==> config.mk <==
export PLATFORM = sky130hd
export DESIGN_NAME = phy_cport_seq
export DESIGN_NICKNAME = d
export VERILOG_FILES = /design/src/rtl/phy_cport_pkg.sv /design/src/rtl/phy_cport_tick.sv /design/src/rtl/phy_cport_hs.sv /design/src/rtl/phy_cport_fsm.sv /design/src/rtl/phy_cport_seq.sv
export SDC_FILE = /design/constraint.sdc
export NUM_CORES = 1
export LEC_CHECK = 0
export BUFFER_PORTS_ARGS = -buffer_cell sky130_fd_sc_hd__buf_2
export CAP_MARGIN = 5
export CORE_UTILIZATION = 30
export DETAILED_ROUTE_END_ITERATION = 8
export GPL_ROUTABILITY_DRIVEN = 0
export PLACE_DENSITY = 0.51
export SLEW_MARGIN = 20
export SYNTH_ARGS = -nofsm -noshare
export SYNTH_HDL_FRONTEND = slang
export SYNTH_SLANG_ARGS = --single-unit
==> constraint.sdc <==
create_clock -name clk -period 2.42 [get_ports clk]
set_clock_uncertainty 0.2 [all_clocks]
set_input_delay 0.605 -clock clk [delete_from_list [all_inputs] [get_ports clk]]
set_output_delay 0.605 -clock clk [all_outputs]
set_load 0.01 [all_outputs]
==> src/rtl/phy_cport_pkg.sv <==
package phy_cport_pkg;
  localparam logic [15:0] RST_REG  = 16'h7F3F;
  localparam logic [15:0] LOCK_REG = 16'h2003;
  localparam int          LOCK_BIT = 1;
  localparam int          ACK_BIT  = 18;

  // strobe index = bit position in ctl_word minus 16
  typedef enum logic [1:0] {
    SB_CAPA = 2'd0,
    SB_CAPD = 2'd1,
    SB_WR   = 2'd2,
    SB_RD   = 2'd3
  } strobe_e;

  typedef enum logic [2:0] {
    S_IDLE, S_SETTLE, S_CAPA, S_CAPD, S_WR, S_RD, S_END, S_GAP
  } seq_st_e;

  typedef enum logic [1:0] {
    H_IDLE, H_HI, H_LO
  } hs_st_e;
endpackage

==> src/rtl/phy_cport_tick.sv <==
module phy_cport_tick #(
  parameter int DIV_W = 16
) (
  input  logic             clk,
  input  logic             rst,
  input  logic [DIV_W-1:0] cfg_div,
  output logic             tick
);
  logic [DIV_W-1:0] cnt;

  assign tick = (cnt >= cfg_div);

  always_ff @(posedge clk) begin
    if (rst) cnt <= '0;
    else if (tick) cnt <= '0;
    else cnt <= cnt + 1'b1;
  end
endmodule

==> src/rtl/phy_cport_hs.sv <==
module phy_cport_hs
  import phy_cport_pkg::*;
#(
  parameter int POLL_LIMIT = 5000
) (
  input  logic        clk,
  input  logic        rst,
  input  logic        tick,
  input  logic        go,
  input  logic        hold,
  input  logic        flush,
  input  strobe_e     sel,
  input  logic        ack,
  input  logic [15:0] sdata,
  output logic [3:0]  strobe,
  output logic        fin,
  output logic        tmo,
  output logic [15:0] snap
);
  localparam int PW = $clog2(POLL_LIMIT + 1);
  localparam logic [PW-1:0] PLAST = PW'(POLL_LIMIT - 1);

  hs_st_e        st;
  logic [PW-1:0] pcnt;

  always_ff @(posedge clk) begin
    if (rst) begin
      st     <= H_IDLE;
      strobe <= '0;
      fin    <= 1'b0;
      tmo    <= 1'b0;
      snap   <= '0;
      pcnt   <= '0;
    end else begin
      fin <= 1'b0;
      tmo <= 1'b0;
      if (flush) strobe <= '0;
      case (st)
        H_IDLE: if (go) begin
          strobe <= 4'b0001 << sel;
          pcnt   <= '0;
          if (hold) fin <= 1'b1;
          else      st  <= H_HI;
        end
        H_HI: if (tick) begin
          if (ack) begin
            strobe <= '0;
            snap   <= sdata;
            pcnt   <= '0;
            st     <= H_LO;
          end else if (pcnt == PLAST) begin
            strobe <= '0;
            tmo    <= 1'b1;
            st     <= H_IDLE;
          end else pcnt <= pcnt + 1'b1;
        end
        H_LO: if (tick) begin
          if (!ack) begin
            fin <= 1'b1;
            st  <= H_IDLE;
          end else if (pcnt == PLAST) begin
            tmo <= 1'b1;
            st  <= H_IDLE;
          end else pcnt <= pcnt + 1'b1;
        end
        default: st <= H_IDLE;
      endcase
    end
  end
endmodule

==> src/rtl/phy_cport_fsm.sv <==
module phy_cport_fsm
  import phy_cport_pkg::*;
#(
  parameter int LOCK_TRIES   = 50,
  parameter int SETTLE_TICKS = 4,
  parameter int GAP_TICKS    = 4
) (
  input  logic        clk,
  input  logic        rst,
  input  logic        tick,
  input  logic        req_valid,
  input  logic        req_write,
  input  logic [15:0] req_addr,
  input  logic [15:0] req_data,
  input  logic        init_start,
  input  logic        fin,
  input  logic        tmo,
  input  logic [15:0] snap,
  output logic        go,
  output logic        hold,
  output logic        flush,
  output strobe_e     sel,
  output logic [15:0] field,
  output logic        busy,
  output logic        done,
  output logic        err,
  output logic [15:0] rd_data
);
  localparam int WW = $clog2(SETTLE_TICKS + GAP_TICKS + 1);
  localparam int TW = $clog2(LOCK_TRIES + 1);
  localparam logic [WW-1:0] SLAST = WW'(SETTLE_TICKS - 1);
  localparam logic [WW-1:0] GLAST = WW'(GAP_TICKS - 1);
  localparam logic [TW-1:0] TLAST = TW'(LOCK_TRIES - 1);

  seq_st_e       st;
  logic          op_wr, init_md, stage;
  logic [15:0]   op_addr, op_data;
  logic [WW-1:0] wcnt;
  logic [TW-1:0] tries;

  assign flush = !busy && (req_valid || init_start);

  always_ff @(posedge clk) begin
    if (rst) begin
      st <= S_IDLE; op_wr <= 1'b0; init_md <= 1'b0; stage <= 1'b0;
      op_addr <= '0; op_data <= '0; wcnt <= '0; tries <= '0;
      go <= 1'b0; hold <= 1'b0; sel <= SB_CAPA; field <= '0;
      busy <= 1'b0; done <= 1'b0; err <= 1'b0; rd_data <= '0;
    end else begin
      go   <= 1'b0;
      hold <= 1'b0;
      done <= 1'b0;
      err  <= 1'b0;
      if (tmo) begin
        err  <= 1'b1;
        busy <= 1'b0;
        st   <= S_IDLE;
      end else begin
        case (st)
          S_IDLE: begin
            wcnt <= '0;
            if (init_start) begin
              init_md <= 1'b1; stage <= 1'b0; op_wr <= 1'b1;
              op_addr <= RST_REG; op_data <= 16'h0001; field <= RST_REG;
              busy <= 1'b1; st <= S_SETTLE;
            end else if (req_valid) begin
              init_md <= 1'b0; op_wr <= req_write;
              op_addr <= req_addr; op_data <= req_data; field <= req_addr;
              busy <= 1'b1; st <= S_SETTLE;
            end
          end
          S_SETTLE: if (tick) begin
            if (wcnt == SLAST) begin
              go <= 1'b1; sel <= SB_CAPA; st <= S_CAPA;
            end else wcnt <= wcnt + 1'b1;
          end
          S_CAPA: if (fin) begin
            go <= 1'b1;
            if (op_wr) begin
              field <= op_data; sel <= SB_CAPD; st <= S_CAPD;
            end else begin
              sel <= SB_RD; st <= S_RD;
            end
          end
          S_CAPD: if (fin) begin
            go   <= 1'b1;
            sel  <= SB_WR;
            hold <= (op_addr == RST_REG) && (op_data != 16'h0000);
            st   <= S_WR;
          end
          S_WR: if (fin) st <= S_END;
          S_RD: if (fin) begin
            rd_data <= snap;
            st      <= S_END;
          end
          S_END: begin
            wcnt <= '0;
            if (init_md && !stage) begin
              stage <= 1'b1; tries <= '0; st <= S_GAP;
            end else if (init_md && !rd_data[LOCK_BIT]) begin
              if (tries == TLAST) begin
                err <= 1'b1; busy <= 1'b0; st <= S_IDLE;
              end else begin
                tries <= tries + 1'b1; st <= S_GAP;
              end
            end else begin
              done <= 1'b1; busy <= 1'b0; st <= S_IDLE;
            end
          end
          S_GAP: if (tick) begin
            if (wcnt == GLAST) begin
              op_wr <= 1'b0; op_addr <= LOCK_REG; field <= LOCK_REG;
              wcnt <= '0; st <= S_SETTLE;
            end else wcnt <= wcnt + 1'b1;
          end
          default: st <= S_IDLE;
        endcase
      end
    end
  end
endmodule

==> src/rtl/phy_cport_seq.sv <==
module phy_cport_seq
  import phy_cport_pkg::*;
#(
  parameter int DIV_W        = 16,
  parameter int POLL_LIMIT   = 5000,
  parameter int LOCK_TRIES   = 50,
  parameter int SETTLE_TICKS = 4,
  parameter int GAP_TICKS    = 4
) (
  input  logic             clk,
  input  logic             rst,
  input  logic [DIV_W-1:0] cfg_div,
  input  logic             req_valid,
  input  logic             req_write,
  input  logic [15:0]      req_addr,
  input  logic [15:0]      req_data,
  input  logic             init_start,
  output logic             busy,
  output logic             done,
  output logic             err,
  output logic [15:0]      rd_data,
  output logic [31:0]      ctl_word,
  input  logic [31:0]      stat_word
);
  logic        tick, go, hold, flush, fin, tmo;
  strobe_e     sel;
  logic [3:0]  strobe;
  logic [15:0] field, snap;
  logic        unused_stat;

  assign unused_stat = ^{stat_word[31:19], stat_word[17:16]};
  assign ctl_word    = {12'd0, strobe, field};

  phy_cport_tick #(.DIV_W(DIV_W)) tick_i (
    .clk(clk), .rst(rst), .cfg_div(cfg_div), .tick(tick)
  );

  phy_cport_hs #(.POLL_LIMIT(POLL_LIMIT)) hs_i (
    .clk(clk), .rst(rst), .tick(tick), .go(go), .hold(hold), .flush(flush),
    .sel(sel), .ack(stat_word[ACK_BIT]), .sdata(stat_word[15:0]),
    .strobe(strobe), .fin(fin), .tmo(tmo), .snap(snap)
  );

  phy_cport_fsm #(
    .LOCK_TRIES(LOCK_TRIES), .SETTLE_TICKS(SETTLE_TICKS), .GAP_TICKS(GAP_TICKS)
  ) fsm_i (
    .clk(clk), .rst(rst), .tick(tick), .req_valid(req_valid),
    .req_write(req_write), .req_addr(req_addr), .req_data(req_data),
    .init_start(init_start), .fin(fin), .tmo(tmo), .snap(snap),
    .go(go), .hold(hold), .flush(flush), .sel(sel), .field(field),
    .busy(busy), .done(done), .err(err), .rd_data(rd_data)
  );
endmodule

# --- After elaboration in Yosys (flattened, before gate mapping) ---
# Cells that the tools add are included.
word_totals:
  regBits: 140
  latchBits: 0
  ram_bits: 0
  romBits: 0
  output_inout_bits: 51
  word_cells: 201
  n_memories: 0
classes:
  add_sub_neg: 4
  multipliers: 0
  div_mod_pow: 0
  n_lt_le_gt_ge: 1
  eq_ne: 33
  shift: 1
  muxes: 96
  bitwise_logic: 4
  reduce_logical: 39
ops:
  columns: ["op", "n"]
  rows:
  - ["$mux W16", 8]
  - ["$mux W13", 6]
  - ["$pmux W16 S3", 1]
  - ["$mux W3", 13]
  - ["$pmux W13 S3", 1]
  - ["$mux W4", 9]
  - ["$pmux W16 S2", 1]
  - ["$mux W1", 31]
  - ["$mux W2", 12]
  - ["$ne A2 B1 Y1 const B", 11]
  - ["$pmux W3 S7", 1]
  - ["$mux W6", 3]
  - ["$add A16 B1 Y16 const B", 1]
  - ["$eq A16 B15 Y1 const B", 1]
  - ["$ge A16 B16 Y1", 1]
  - ["$reduce_and A4 Y1", 4]
  - ["$reduce_bool A16 Y1", 1]
  - ["$reduce_and A5 Y1", 3]
  - ["$ne A2 B2 Y1 const B", 7]
  - ["$add A13 B1 Y13 const B", 1]
  - ["$eq A13 B13 Y1 const B", 1]
  - ["$eq A3 B3 Y1 const B", 4]
  - ["$pmux W1 S2", 6]
  - ["$pmux W2 S3", 2]
  - ["other kinds (26)", 49]

# --- Depth between registers and ports, before layout ---
logic_depth:
  word_depth: 7
  ltp_mapped: 10

# --- Modules after synthesis ---
# A second synthesis with hierarchy kept.
hier_totals:
  hier_cells: 860
  hier_area_um2: 7135.6
by_module_without_submodules:
  columns: ["mod", "instances", "cells_per_inst", "area_per_inst_um2", "seq_area_each_um2"]
  rows:
  - ["phy_cport_fsm", 1, 479, 3976.3, 1741.7]
  - ["phy_cport_hs", 1, 225, 1798.0, 740.7]
  - ["phy_cport_tick", 1, 143, 1267.5, 320.3]
  - ["phy_cport_seq", 1, 13, 93.8, 0.0]

# --- Least setup slack after synthesis ---
# No wires, ideal clock.
synth_timing:
  kind: "input port to flip-flop"
  startpoint: "input cfg_div[6]"
  endpoint: "register fsm_i.go"
  arrival_ns: 2.249
  required_ns: 2.120
  slack_ns: -0.129
  cell_stages: 8
  path_cell_list: "inv_1 -> ha_1 -> nand4_1 -> o311a_4 -> o21ai_2 -> buf_6 -> nand2_2 -> a2111oi_4"
synth_via:
  elab_chain_cells: 3
synth_lines:
  columns: ["item", "line_no", "rtl"]
  rows:
  - ["from (decl)", "phy_cport_seq.sv:12", "input logic [DIV_W-1:0] cfg_div,"]
  - ["$ge A16 B16 Y1", "phy_cport_tick.sv:11", "assign tick = (cnt >= cfg_div);"]
  - ["$mux W1", "phy_cport_fsm.sv:72", "S_SETTLE: if (tick) begin"]
  - ["$pmux W1 S2", "phy_cport_fsm.sv:59", "case (st)"]
  - ["to (signal assigned)", "phy_cport_fsm.sv:74", "go <= 1'b1; sel <= SB_CAPA; st <= S_CAPA;"]
  - ["to (signal assigned)", "phy_cport_fsm.sv:78", "go <= 1'b1;"]
  - ["to (signal assigned)", "phy_cport_fsm.sv:86", "go <= 1'b1;"]
  - ["to (decl)", "phy_cport_fsm.sv:19", "output logic go,"]
# No other way between the ends.
# A chain may end at the register's enable or synchronous reset.

# --- Final worst setup path ---
layout_timing:
  startpoint: "register tick_i.cnt[13]"
  endpoint: "register hs_i.st[0]"
layout_via:
  elab_chain_cells: 3
  elab_cells_between_ends: 4
  classes_between: "order compare (1); eq/ne (2); reduce/logical (1)"
layout_lines:
  columns: ["item", "line_no", "rtl"]
  rows:
  - ["from (decl)", "phy_cport_tick.sv:9", "logic [DIV_W-1:0] cnt;"]
  - ["from (signal assigned)", "phy_cport_tick.sv:16", "else cnt <= cnt + 1'b1;"]
  - ["$ge A16 B16 Y1 *", "phy_cport_tick.sv:11", null]
  - ["$ne A2 B1 Y1 (no source line)", null, null]
  - ["$reduce_and A4 Y1 (no source line) *", null, null]
  - ["to (signal assigned)", "phy_cport_hs.sv:28", "st <= H_IDLE;"]
  - ["to (signal assigned)", "phy_cport_hs.sv:43", "else st <= H_HI;"]
  - ["to (signal assigned)", "phy_cport_hs.sv:50", "st <= H_LO;"]
  - ["to (decl)", "phy_cport_hs.sv:23", "hs_st_e st;"]
# Every way passes the cells marked *; elsewhere a longest branch is shown, timed or not.

==> metrics <==
Inserted Clock Buffers 17; pre-CTS setup slack -466.9 ps; worst path required time 2560 ps; outcome complete, but fails checks; initial DRC count ~390; ANT nets after route 0; Multi-input gate area around 4200 um2; # IOs about 140; register area between 2000 and 3000 um2; final worst slack -15.25 ps; core area approximately 24,000 um2; Reg clk slew, reported paths ~60 ps; Post-synth top flop dfxtp_1; Final Routed Wirelength 20.35 mm; area delta synth->final 29.28%; post-synthesis register bit count 140; Pre-Repair DR Iteration Count 5; Slew Limit Fails 0; Max Fclk about 0.4 GHz; Post-Synth Simple-Gate Area 24.93%; Clock Latency Late Sink ~420 ps; Clock Tree Root clkbuf_16; Vias/cell 5.073; Sequential Power Share 40.8%; chip height roughly 160 um; final hold vios 0; initial core utilization 30.82%; top-area cell type share of the netlist area 38.51%; Power Dens Cells around 640 nW/um2; Yosys cell types 77; fin area 9409 um2; fin crit period 2435 ps; post-synthesis mux area share 0.6876%; Switch Pwr between 1.5 and 2 mW; RSZ-0062 raised after global routing yes; EDFF count, synth 0; largest net degree at the start of global routing 60; vias in the first global route 6,424; post-route insts no fill around 1,400; hpwl dp 13.90 mm; max_cap viols 0; # hold bufs at CTS 0; P_leak between 3 and 4 nW; Slew headroom 53.68%; initial antenna violation count 0; num rows 56; worst hold slack 242.1 ps; cell taking the most area after synthesis dfxtp_1; CP Max Fanout 10; IO buf count around 110; Vias just under 7,000; H-tree Lvls 4; Synth Area in Compound Gates 22.54%; main combinational cell family by area after synthesis simple AND/OR/NAND/NOR gates; WP data arrival 2580 ps; internal power 4.421 mW; setup violators final 11; DP Cell Count 1,325; Die X 157.8 um; combinational power share 13.9%; gr ovfl total 0; post-synthesis adder-cell area fraction 4.298%; top post-synthesis cells by area dfxtp_1, a21oi_1, nand2_1; Worst R2R Setup Slack -20 ps; Tcrit/Tclk final 100.6%; async set or reset register ratio after synthesis 0%; Clock Path Buffers 2; Clock power frac a little under half; critical path endpoint category flip-flop; DRC 0; Synth warnings 0; synthesized instance count 901; Avg Cell Area, Syn 8.078 um2; first-pass GRT wire length 32.66 mm; share of cells above drive strength 1 a little over a quarter; Hold Crit Class input pin to flip-flop; Worst Tran Pin Value between 600 and 700 ps; CTS tree yes; post-DR wirelength/cell 14.91 um; fin util 39.85%; synthesized area 7278 um2; GR Util All Layers 16.49%; violated checks setup timing; Num Clock Sinks 140; Die Area 24,890 um2; Ant. Diodes 0; XOR/XNOR share of the synthesized area 1.925%; critical path type flip-flop to flip-flop; sw frac between 20% and 30%; Final nets 1,144; Setup crit start kind flip-flop; Filler cells 2,494; sequential share of the synthesized area 38.51%; Placed Area 8556 um2; Worst IR Drop VDD around 0.35 mV
final timing paths:
check                                                 from                              to  cells after the start
worst max-delay path             tick_i.cnt[13]$_SDFF_PP0_         hs_i.st[0]$_SDFFE_PP0P_                      8
worst max register to register   tick_i.cnt[13]$_SDFF_PP0_         hs_i.st[0]$_SDFFE_PP0P_                      8
worst min-delay path                          stat_word[5]       hs_i.snap[5]$_SDFFE_PP0P_                      3
worst min register to register  hs_i.snap[14]$_SDFFE_PP0P_  fsm_i.rd_data[14]$_SDFFE_PP0P_                      2
placed cells by master (no fill, tap or decap), types with 12 or more instances in the layout:
cell / netlist / final
a21oi_1: 102 / 99
and3_1: 22 / 21
buf_2: 12 / 107
buf_4: 15 / 60
clkbuf_16: 0 / 17
conb_1: 1 / 12
dfxtp_1: 140 / 134
ha_1: 25 / 18
inv_1: 35 / 30
nand2_1: 93 / 93
nand3_1: 28 / 26
nand3b_1: 16 / 16
nand4_1: 29 / 29
nor2_1: 67 / 64
nor3_1: 20 / 19
nor4_1: 22 / 21
o21a_1: 12 / 12
o21ai_0: 51 / 43
o21ai_1: 7 / 13
per-layer routing:
metal  part of all wire, %  global-route usage (%)  wire (um)
met5                     0                       0          0
met4                  0.89                   3.930        181
met3                   3.6                   3.066        724
met2                    47                   27.44       9514
met1                    49                   21.87       9929
synthesized netlist by cell type, drive strengths merged (3+ instances only):
library cell and number:
a2111oi 4, a211oi 4, a21boi 4, a21o 3
a21oi 102, a221oi 3, a31o 14, a31oi 12
and3 22, buf 32, clkbuf 45, dfxtp 140
ha 25, inv 35, mux2i 5, nand2 94
nand2b 11, nand3 28, nand3b 16, nand4 29
nand4b 4, nor2 68, nor2b 8, nor3 21
nor4 23, o211ai 6, o21a 12, o21ai 60
o311ai 5, o32ai 3, o41ai 3, or2 4
or3 10, xnor2 6, xor2 10
cell type report:
type                    count  share of cell area, %
multi-input cells         660                  45.12
flip-flops and latches    140                  29.87
repair buffers            180                  12.95
clock buffers              18                  4.668
well taps                 319                  4.242
clock inverters            13                  1.755
inverters                  35                  1.396
repair_timing:
item	CTS	global route
gates cloned	0	0
pin swaps	0	12
setup buffers	1	8
endpoints found under the setup margin	13	79
gates resized for setup	8	43
kinds of logic (layout without fill, tap and decap cells):
logic type | count (synthesis) | in the layout
AO/OA/AOI/OAI | 251 | 251
XOR/XNOR | 16 | 16
adder cells (fa/ha/maj) | 25 | 25
buffers and inverters | 112 | 246
flip-flops | 140 | 140
multiplexers | 5 | 5
other | 1 | 12
AND/OR/NAND/NOR | 351 | 351
state kept, by name, summed over array words and instances (netlist names), 3 cells and up:
| register | flops |
|---|---|
| hs_i.pcnt | 13 |
| hs_i.strobe | 4 |
| fsm_i.wcnt | 4 |
| fsm_i.rd_data | 16 |
| tick_i.cnt | 16 |
| hs_i.snap | 16 |
| fsm_i.op_addr | 16 |
| fsm_i.field | 16 |
| fsm_i.tries | 6 |
| fsm_i.op_data | 16 |
| fsm_i.st | 3 |
per-stage QoR:
| step | power, mW | TNS (ps) |
|---|---|---|
| floorplan | 3.022 | -133.0 |
| global placement | 3.321 | -21480 |
| detailed placement | 3.323 | -24090 |
| CTS | 6.086 | -57.76 |
| global route | 6.318 | -2456 |
| finish | 6.056 | -120.9 |
power by group through the flow:
stage          registers (mW)  clock network, mW  logic [mW]
2_1_floorplan            2.53                  0       0.496
3_3_place_gp             2.52                  0       0.802
3_5_place_dp             2.52                  0       0.802
4_1_cts                  2.47               2.81       0.810
5_1_grt                  2.48               2.91       0.925
6_report                 2.47               2.74       0.844
critical path, stage by stage, from the launching register on:
cell      delay (ps)
dfxtp_2          350
ha_4             270
nand4_1          210
nor3_2           250
nor4_2            80
a21boi_2         180
buf_12           160
or4_1            490
a21oi_1          170
(Power assumes the default switching activity.)
